`src/rtl/holdpause_pkg.sv`:
```
package holdpause_pkg;

  typedef enum logic [1:0] {
    ST_IDLE,   // deselected
    ST_RUN,    // transfer active
    ST_DEFER,  // pause requested with clock high, waiting for fall
    ST_HELD    // paused
  } holdState_e;

  typedef struct packed {
    logic enterPause;
    logic leavePause;
    logic clearXfer;
    logic passRise;
    logic passFall;
  } ctrlStrobe_t;

endpackage

```
`src/rtl/hold_control.sv`:
```
module hold_control
  import holdpause_pkg::*;
(
  input  logic        clk,
  input  logic        rstN,
  input  logic        csS,
  input  logic        sckS,
  input  logic        holdS,
  input  logic        sckRise,
  input  logic        sckFall,
  output ctrlStrobe_t strobe
);

  holdState_e state, stateNext;

  always_ff @(posedge clk or negedge rstN) begin
    if (!rstN) state <= ST_IDLE;
    else       state <= stateNext;
  end

  always_comb begin
    stateNext = state;
    strobe    = '0;
    if (csS) begin
      stateNext        = ST_IDLE;
      strobe.clearXfer = 1'b1;
    end else begin
      unique case (state)
        ST_IDLE: stateNext = ST_RUN;
        ST_RUN: begin
          strobe.passRise = sckRise;
          strobe.passFall = sckFall;
          if (!holdS) begin
            if (!sckS) begin
              strobe.enterPause = 1'b1;
              strobe.passFall   = 1'b0;
              stateNext         = ST_HELD;
            end else begin
              stateNext = ST_DEFER;
            end
          end
        end
        ST_DEFER: begin
          if (holdS) begin
            strobe.passFall = sckFall;
            stateNext       = ST_RUN;
          end else if (sckFall) begin
            strobe.enterPause = 1'b1;
            stateNext         = ST_HELD;
          end
        end
        ST_HELD: begin
          if (holdS && !sckS) begin
            strobe.leavePause = 1'b1;
            stateNext         = ST_RUN;
          end
        end
        default: stateNext = ST_IDLE;
      endcase
    end
  end

endmodule

```
`src/rtl/hold_datapath.sv`:
```
module hold_datapath
  import holdpause_pkg::*;
#(
  parameter int SYNC_STAGES = 2,
  parameter int POS_W       = 3
) (
  input  logic             clk,
  input  logic             rstN,
  input  logic             csNIn,
  input  logic             sckIn,
  input  logic             holdNIn,
  input  ctrlStrobe_t      strobe,
  output logic             csS,
  output logic             sckS,
  output logic             holdS,
  output logic             sckRise,
  output logic             sckFall,
  output logic             sckRiseEn,
  output logic             sckFallEn,
  output logic             paused,
  output logic             soEn,
  output logic [POS_W-1:0] bitPos
);

  localparam int          NUM_IN  = 3;
  localparam logic [2:0]  RST_VAL = 3'b101;  // holdN=1, sck=0, csN=1

  logic [NUM_IN-1:0]      rawIn;
  logic [SYNC_STAGES-1:0] syncQ [NUM_IN];
  logic                   sckPrev;

  assign rawIn = {holdNIn, sckIn, csNIn};

  for (genvar g = 0; g < NUM_IN; g++) begin : g_sync
    always_ff @(posedge clk or negedge rstN) begin
      if (!rstN) syncQ[g] <= {SYNC_STAGES{RST_VAL[g]}};
      else       syncQ[g] <= {syncQ[g][SYNC_STAGES-2:0], rawIn[g]};
    end
  end

  assign csS   = syncQ[0][SYNC_STAGES-1];
  assign sckS  = syncQ[1][SYNC_STAGES-1];
  assign holdS = syncQ[2][SYNC_STAGES-1];

  always_ff @(posedge clk or negedge rstN) begin
    if (!rstN) sckPrev <= 1'b0;
    else       sckPrev <= sckS;
  end

  assign sckRise   = sckS & ~sckPrev;
  assign sckFall   = ~sckS & sckPrev;
  assign sckRiseEn = sckRise & strobe.passRise;
  assign sckFallEn = sckFall & strobe.passFall;

  always_ff @(posedge clk or negedge rstN) begin
    if (!rstN)                  paused <= 1'b0;
    else if (strobe.clearXfer)  paused <= 1'b0;
    else if (strobe.enterPause) paused <= 1'b1;
    else if (strobe.leavePause) paused <= 1'b0;
  end

  always_ff @(posedge clk or negedge rstN) begin
    if (!rstN)                 bitPos <= '0;
    else if (strobe.clearXfer) bitPos <= '0;
    else if (sckRiseEn)        bitPos <= bitPos + 1'b1;
  end

  assign soEn = ~csS & holdS & ~paused;

  // the slave sees no clock edges during a pause
  a_r3_no_edges_paused: assert property (@(posedge clk) disable iff (!rstN)
    paused |-> (!sckRiseEn && !sckFallEn));

  // the bit position survives a pause untouched
  a_r7_pos_held: assert property (@(posedge clk) disable iff (!rstN)
    (paused && $past(paused)) |-> $stable(bitPos));

  // a pause only takes effect with the clock low
  a_r4_enter_low: assert property (@(posedge clk) disable iff (!rstN)
    $rose(paused) |-> !$past(sckS));

  // a pause ends only on deselect or on a release with the clock low
  a_r5_exit_qualified: assert property (@(posedge clk) disable iff (!rstN)
    $fell(paused) |-> ($past(csS) || ($past(holdS) && !$past(sckS))));

  // deselect clears the transfer state
  a_r8_deselect_clears: assert property (@(posedge clk) disable iff (!rstN)
    csS |=> (!paused && bitPos == '0));

  // the position only steps by one or restarts
  a_r2_pos_step: assert property (@(posedge clk) disable iff (!rstN)
    (bitPos != $past(bitPos)) |-> (bitPos == $past(bitPos) + 1'b1 || bitPos == '0));

endmodule

```
`src/rtl/hold_gate.sv`:
```
module hold_gate
  import holdpause_pkg::*;
#(
  parameter int SYNC_STAGES = 2,
  parameter int POS_W       = 3
) (
  input  logic             clk,
  input  logic             rstN,
  input  logic             csN,
  input  logic             sck,
  input  logic             holdN,
  output logic             sckRiseEn,
  output logic             sckFallEn,
  output logic             paused,
  output logic             soEn,
  output logic [POS_W-1:0] bitPos
);

  ctrlStrobe_t strobe;
  logic csS, sckS, holdS, sckRise, sckFall;

  hold_control u_ctrl (
    .clk     (clk),
    .rstN    (rstN),
    .csS     (csS),
    .sckS    (sckS),
    .holdS   (holdS),
    .sckRise (sckRise),
    .sckFall (sckFall),
    .strobe  (strobe)
  );

  hold_datapath #(.SYNC_STAGES(SYNC_STAGES), .POS_W(POS_W)) u_dp (
    .clk       (clk),
    .rstN      (rstN),
    .csNIn     (csN),
    .sckIn     (sck),
    .holdNIn   (holdN),
    .strobe    (strobe),
    .csS       (csS),
    .sckS      (sckS),
    .holdS     (holdS),
    .sckRise   (sckRise),
    .sckFall   (sckFall),
    .sckRiseEn (sckRiseEn),
    .sckFallEn (sckFallEn),
    .paused    (paused),
    .soEn      (soEn),
    .bitPos    (bitPos)
  );

endmodule

```
`config.mk`:
```
export PLATFORM = sky130hd
export DESIGN_NAME = hold_gate
export DESIGN_NICKNAME = d
export VERILOG_FILES = /design/src/rtl/holdpause_pkg.sv /design/src/rtl/hold_control.sv /design/src/rtl/hold_datapath.sv /design/src/rtl/hold_gate.sv
export SDC_FILE = /design/constraint.sdc
export NUM_CORES = 1
export LEC_CHECK = 0
export CORE_AREA = 2 2 39 41
export CTS_CLUSTER_DIAMETER = 120
export DETAILED_ROUTE_END_ITERATION = 8
export DIE_AREA = 0 0 41 43
export PLACE_DENSITY = 0.67
export SYNTH_ARGS = -nofsm -noshare
export SYNTH_HDL_FRONTEND = slang
export SYNTH_SLANG_ARGS = --single-unit
export TNS_END_PERCENT = 30
```
`constraint.sdc`:
```
create_clock -name clk -period 1.9 [get_ports clk]
set_input_delay 0.19 -clock clk [delete_from_list [all_inputs] [get_ports clk]]
set_output_delay 0.19 -clock clk [all_outputs]
set_load 0.1 [all_outputs]
```
==> impl_metrics.ini, run 1 <==
[die]
start_util_pct = 42.59
placementRows = 14
die_h_um = 43
die_w_um = 41
num_io_pins = 12
dieArea_mm2 = 0.001763
core_mm2 = 0.001384

[routing]
drt_first_iter_violations = 5
post_drt_wl_per_cell_um = 11.59
first_pass_iters = 4
vias = 421
drc = 0
antenna_left = 0
avgViaCountPerCell = 5.134
wl_um = 950

[place]
place_area_um2 = 739.5
dp.cells = 78
gp_congestion = 0.6742
io_buffers = 11
hpwl_um = 716.1

[finish]
nNetsFinal = 76
drive_gt1_share_pct = 33.33
mostFrequentLayoutCell = dfrtp_1
syn_to_final_growth_pct = 35.88
utilization_pct = 57.87
antenna_cells = 0
final_cell_count_no_fill = 82
final_cell_mix = dfrtp_1, nor2_1, clkdlybuf4s50_1, buf_4, dfstp_2
stdcell_area_um2 = 800.8

[clocking]
postCtsSetupRepairBufs = 0
h-tree-depth = 1
cts_max_path_buffers = 2
cts_made_buffers = 3
cts_tree = done
cts.sinks = 13
cts_root_buf = clkbuf_4
clkLatencyLatePin_ns = 0.27
clk_pin_slew_ns = 0.08

[synthesis]
synth_top_cell_area_share_pct = 38.22
synthMuxAreaShare_pct = 1.699
syn_nets = 61
synthCells = 52
synth_seq_cells = 13
synth_area_leader_cell = dfrtp_1
synthDistinctLibCells = 22
syn_avg_cell_area_um2 = 11.33
synth_compound_area_share_pct = 9.979
yosys_warnings = 0
synthSimpleGateAreaFrac_pct = 17.83
synth-seq-area-share_pct = 56.05
synth_top_family_by_area = simple AND/OR/NAND/NOR gates
synth_fa_ha_area_share_pct = 8.493
yosys.area_share.xor_xnor_pct = 1.486
syn_area_um2 = 589.3
yosys-top-cells-area = dfrtp_1, dfstp_2, ha_1

[setup_path]
start_kind = flip-flop
r2r_start = u_ctrl.state[0]
crit_arrival_ns = 1.63
reg2reg_slack_ns = 0.52
crit_type = flip-flop to output pin
end_kind = output pin
worstPathRequired_ns = 1.71
reg2reg_depth = 4
critPathLaunch = u_ctrl.state[1]
worstPathMaxFanout = 5
r2r-end = u_ctrl.state[0]

[timing]
fin_setup_tns_ns = 0
finalHoldViolCount = 0
setup_viol = 0
slew_viol_final = 0
slew_headroom_pct = 64.41
rsz0062_at_grt = false
period_share_pct = 95.99
skew_ns = 0.006862
fin_crit_ns = 1.824
worst_slew_pin_slew_ns = 0.5322
max_freq_mhz = 548.3

[worst_hold_path]
hold_class = primary input to async pin

[pwr]
power_density_mw_per_mm2 = 763.0
ir_drop_mv = 0.4746
p_leak_nw = 0.3412
power.total_mw = 0.6109

[global_routing]
grt_start_max_net_pins = 14
antenna_found_initial = 0
grt_usage_pct = 13.99
grt_pass1_vias = 373
grt_pass1_wl_um = 1600
grt_overflow = 0

[run]
max-cap-violations = 0

[status]
status = completed
[sequential cells by signal, summed over array words and instances (netlist names)]
name	flops
u_ctrl.state	2
u_dp.bitPos	3
u_dp.csS	1
u_dp.holdS	1
u_dp.paused	1
u_dp.sckPrev	1
u_dp.sckS	1
u_dp.syncQ	3
[worst max-delay path: stages, from the launching register on]
cell,delay [ns]
dfrtp_1,0.42
inv_1,0.12
ha_4,0.17
nor2_1,0.06
nor3_2,0.21
and3_4,0.22
buf_12,0.17
[logic make-up after synthesis]
group / count (synthesis)
flip-flops: 13
multiplexers: 1
buffers and inverters: 5
adder cells (fa/ha/maj): 4
XOR/XNOR: 1
AO/OA/AOI/OAI: 9
AND/OR/NAND/NOR: 19
[report_power, final]
| part | internal, mW | switching [mW] | total, mW |
|---|---|---|---|
| Combinational | 0.0544 | 0.0794 | 0.134 |
| Clock | 0.0812 | 0.0830 | 0.164 |
| Sequential | 0.295 | 0.0179 | 0.313 |
[layout make-up]
cell class / count / area [um2]
fillers: 116 / 583.1
flip-flops and latches: 13 / 330.3
multi-input cells: 34 / 279.0
clock buffers: 4 / 26.28
repair buffers: 11 / 130.1
inverters: 4 / 15.01
well taps: 16 / 20.02
[cell usage after synthesis]
master and count:
nor2_1 6, nor4_1 1, o21ai_0 2, nor3_1 2, a211oi_1 2, o41ai_1 1, a32o_1 1, dfstp_2 4
nor2b_1 2, nand2_1 2, inv_1 4, nand2_2 1, xor2_1 1, nand3_1 1, mux2i_1 1, buf_6 1
a21oi_1 3, ha_1 4, dfrtp_1 9, and4bb_4 1, and3_1 1, nand2b_1 2
[through the flow]
step	setup slack, ns	hold slack, ns
floorplan	-0.04608	-0.1056
global placement	0.3340	0.3331
detailed placement	0.2479	0.3347
CTS	0.01094	0.2782
global route	0.01279	0.3077
finish	0.07612	0.2620
[worst max-delay path by stage]
stage / endpoint / cells past startpoint
after global placement: sckFallEn / 5
after detailed placement: sckFallEn / 5
after CTS: sckFallEn / 5
final: sckFallEn / 6
after global routing: sckFallEn / 6
after floorplan: sckFallEn / 4
[what timing repair did]
action,in CTS,in global routing
hold buffers,0,0
endpoints found under the setup margin,1,1
pin swaps,0,1
resized for setup,2,5
[routing by layer]
metal | vias up | routed length, um | track usage [%]
li1 | 207 | - | -
met2 | 10 | 460 | 18.13
met4 | 0 | 12 | 12.00
met1 | 202 | 443 | 19.86
met5 | - | 0 | 0
met3 | 2 | 34 | 1.571
Note: power is estimated with default switching activity, not from simulation.
==> inputs of run 2 (changes only) <==
- CAP_MARGIN: not set -> 10
- GPL_ROUTABILITY_DRIVEN: not set -> 0
- SKIP_CTS_REPAIR_TIMING: not set -> 1
==> impl_metrics.ini, run 2 (same netlist as run 1, synthesis figures left out) <==
[global_routing]
grt_start_max_net_pins = 14
grt_pass1_wl_um = 1600
antenna_found_initial = 0
grt_pass1_vias = 371
grt_usage_pct = 13.99
grt_overflow = 0

[clocking]
cts_max_path_buffers = 2
cts.sinks = 13
clk_pin_slew_ns = 0.08
cts_tree = done
h-tree-depth = 1
clkLatencyLatePin_ns = 0.27
cts_root_buf = clkbuf_4
cts_made_buffers = 3

[timing]
finalHoldViolCount = 0
layout_setup_ws_ns = 0.07332
skew_ns = 0.006862
slew_headroom_pct = 64.37
max_freq_mhz = 547.4
fin_setup_tns_ns = 0
rsz0062_at_grt = false
setup_viol = 0
slew_viol_final = 0
fin_crit_ns = 1.827
worst_slew_pin_slew_ns = 0.5328
period_share_pct = 96.14

[die]
die_h_um = 43
core_mm2 = 0.001384
num_io_pins = 12
dieArea_mm2 = 0.001763
die_w_um = 41
placementRows = 14
start_util_pct = 42.59

[finish]
utilization_pct = 57.87
final_cell_mix = dfrtp_1, nor2_1, clkdlybuf4s50_1, buf_4, dfstp_2
mostFrequentLayoutCell = dfrtp_1
reg_top3 = u_dp.bitPos x3, u_dp.syncQ x3, u_ctrl.state x2
multi_input_area_um2 = 279.0
antenna_cells = 0
drive_gt1_share_pct = 33.33
stdcell_area_um2 = 800.8
nNetsFinal = 76
nFillCells = 116
register_area_um2 = 330.3
syn_to_final_growth_pct = 35.88

[setup_path]
worstPathMaxFanout = 5
end_kind = output pin
critPathLaunch = u_ctrl.state[1]
crit_arrival_ns = 1.64
reg2reg_depth = 4
crit_type = flip-flop to output pin
r2r_start = u_ctrl.state[0]
worstPathRequired_ns = 1.71
start_kind = flip-flop

[pwr]
p_leak_nw = 0.3412
ir_drop_mv = 0.4744
power_density_mw_per_mm2 = 762.8

[place]
io_buffers = 11
hpwl_um = 716.1
place_area_um2 = 739.5
place_worst_setup_slack_ns = 0.2479

[routing]
vias = 430
wl_um = 953
antenna_left = 0
avgViaCountPerCell = 5.244
drt_first_iter_violations = 6
first_pass_iters = 4
drc = 0
post_drt_wl_per_cell_um = 11.62

[run]
max-cap-violations = 0

[worst_hold_path]
hold_class = primary input to async pin

[status]
status = completed
run 2: cell counts in the layout (fill, tap and decap cells not counted):
No cell type changed its count.
run 2: metal layers:
metal	GRT usage (%)	wire [um]
met1	19.51	423
met3	1.571	41
met4	12.00	12
met2	18.44	476
met5	0	0
run 2: path summary, 6_finish.rpt:
path	to	slack (ns)
hold reg to reg	u_dp.sckS	0.35
setup reg to reg	u_ctrl.state[0]	0.52
max in group asynchronous	u_dp.syncQ[0]	1.26
min in group clk	u_dp.syncQ[4]	0.32
setup / recovery	sckFallEn	0.07
hold / removal	u_dp.bitPos[2]	0.26
run 2: power by group:
group | total [mW] | leakage [nW] | internal, mW | switching [mW]
Sequential | 0.313 | 0.159 | 0.295 | 0.0179
Combinational | 0.134 | 0.167 | 0.0544 | 0.0793
Clock | 0.164 | 0.0150 | 0.0812 | 0.0830
run 2: critical path, cell delays in order (launching register included):
cell	delay (ns)
dfrtp_1	0.42
inv_1	0.12
ha_4	0.16
nor2_1	0.06
nor3_2	0.21
and3_4	0.22
buf_12	0.17
run 2: per-stage QoR:
| step | power, mW | hold slack (ns) | std cells |
|---|---|---|---|
| global placement | 0.4313 | 0.3331 | 78 |
| CTS | 0.6043 | 0.2782 | 82 |
| floorplan | 0.3961 | -0.1056 | 52 |
| finish | 0.6109 | 0.2622 | 82 |
| global route | 0.6438 | 0.3077 | 82 |
| detailed placement | 0.4336 | 0.3347 | 78 |
run 2: final cells by class:
type / instances / share of cell area, %
clock buffer: 4 / 3.281
inverter: 4 / 1.875
multi-input combinational: 34 / 34.84
sequential: 13 / 41.25
tap: 16 / 2.500
timing repair buffer: 11 / 16.25
==> inputs of run 3 (changes only) <==
- ABC_CLOCK_PERIOD_IN_PS: not set -> 1900
==> results of run 3 <==
The final DEF is identical to that of run 2; final timing and power are the same.
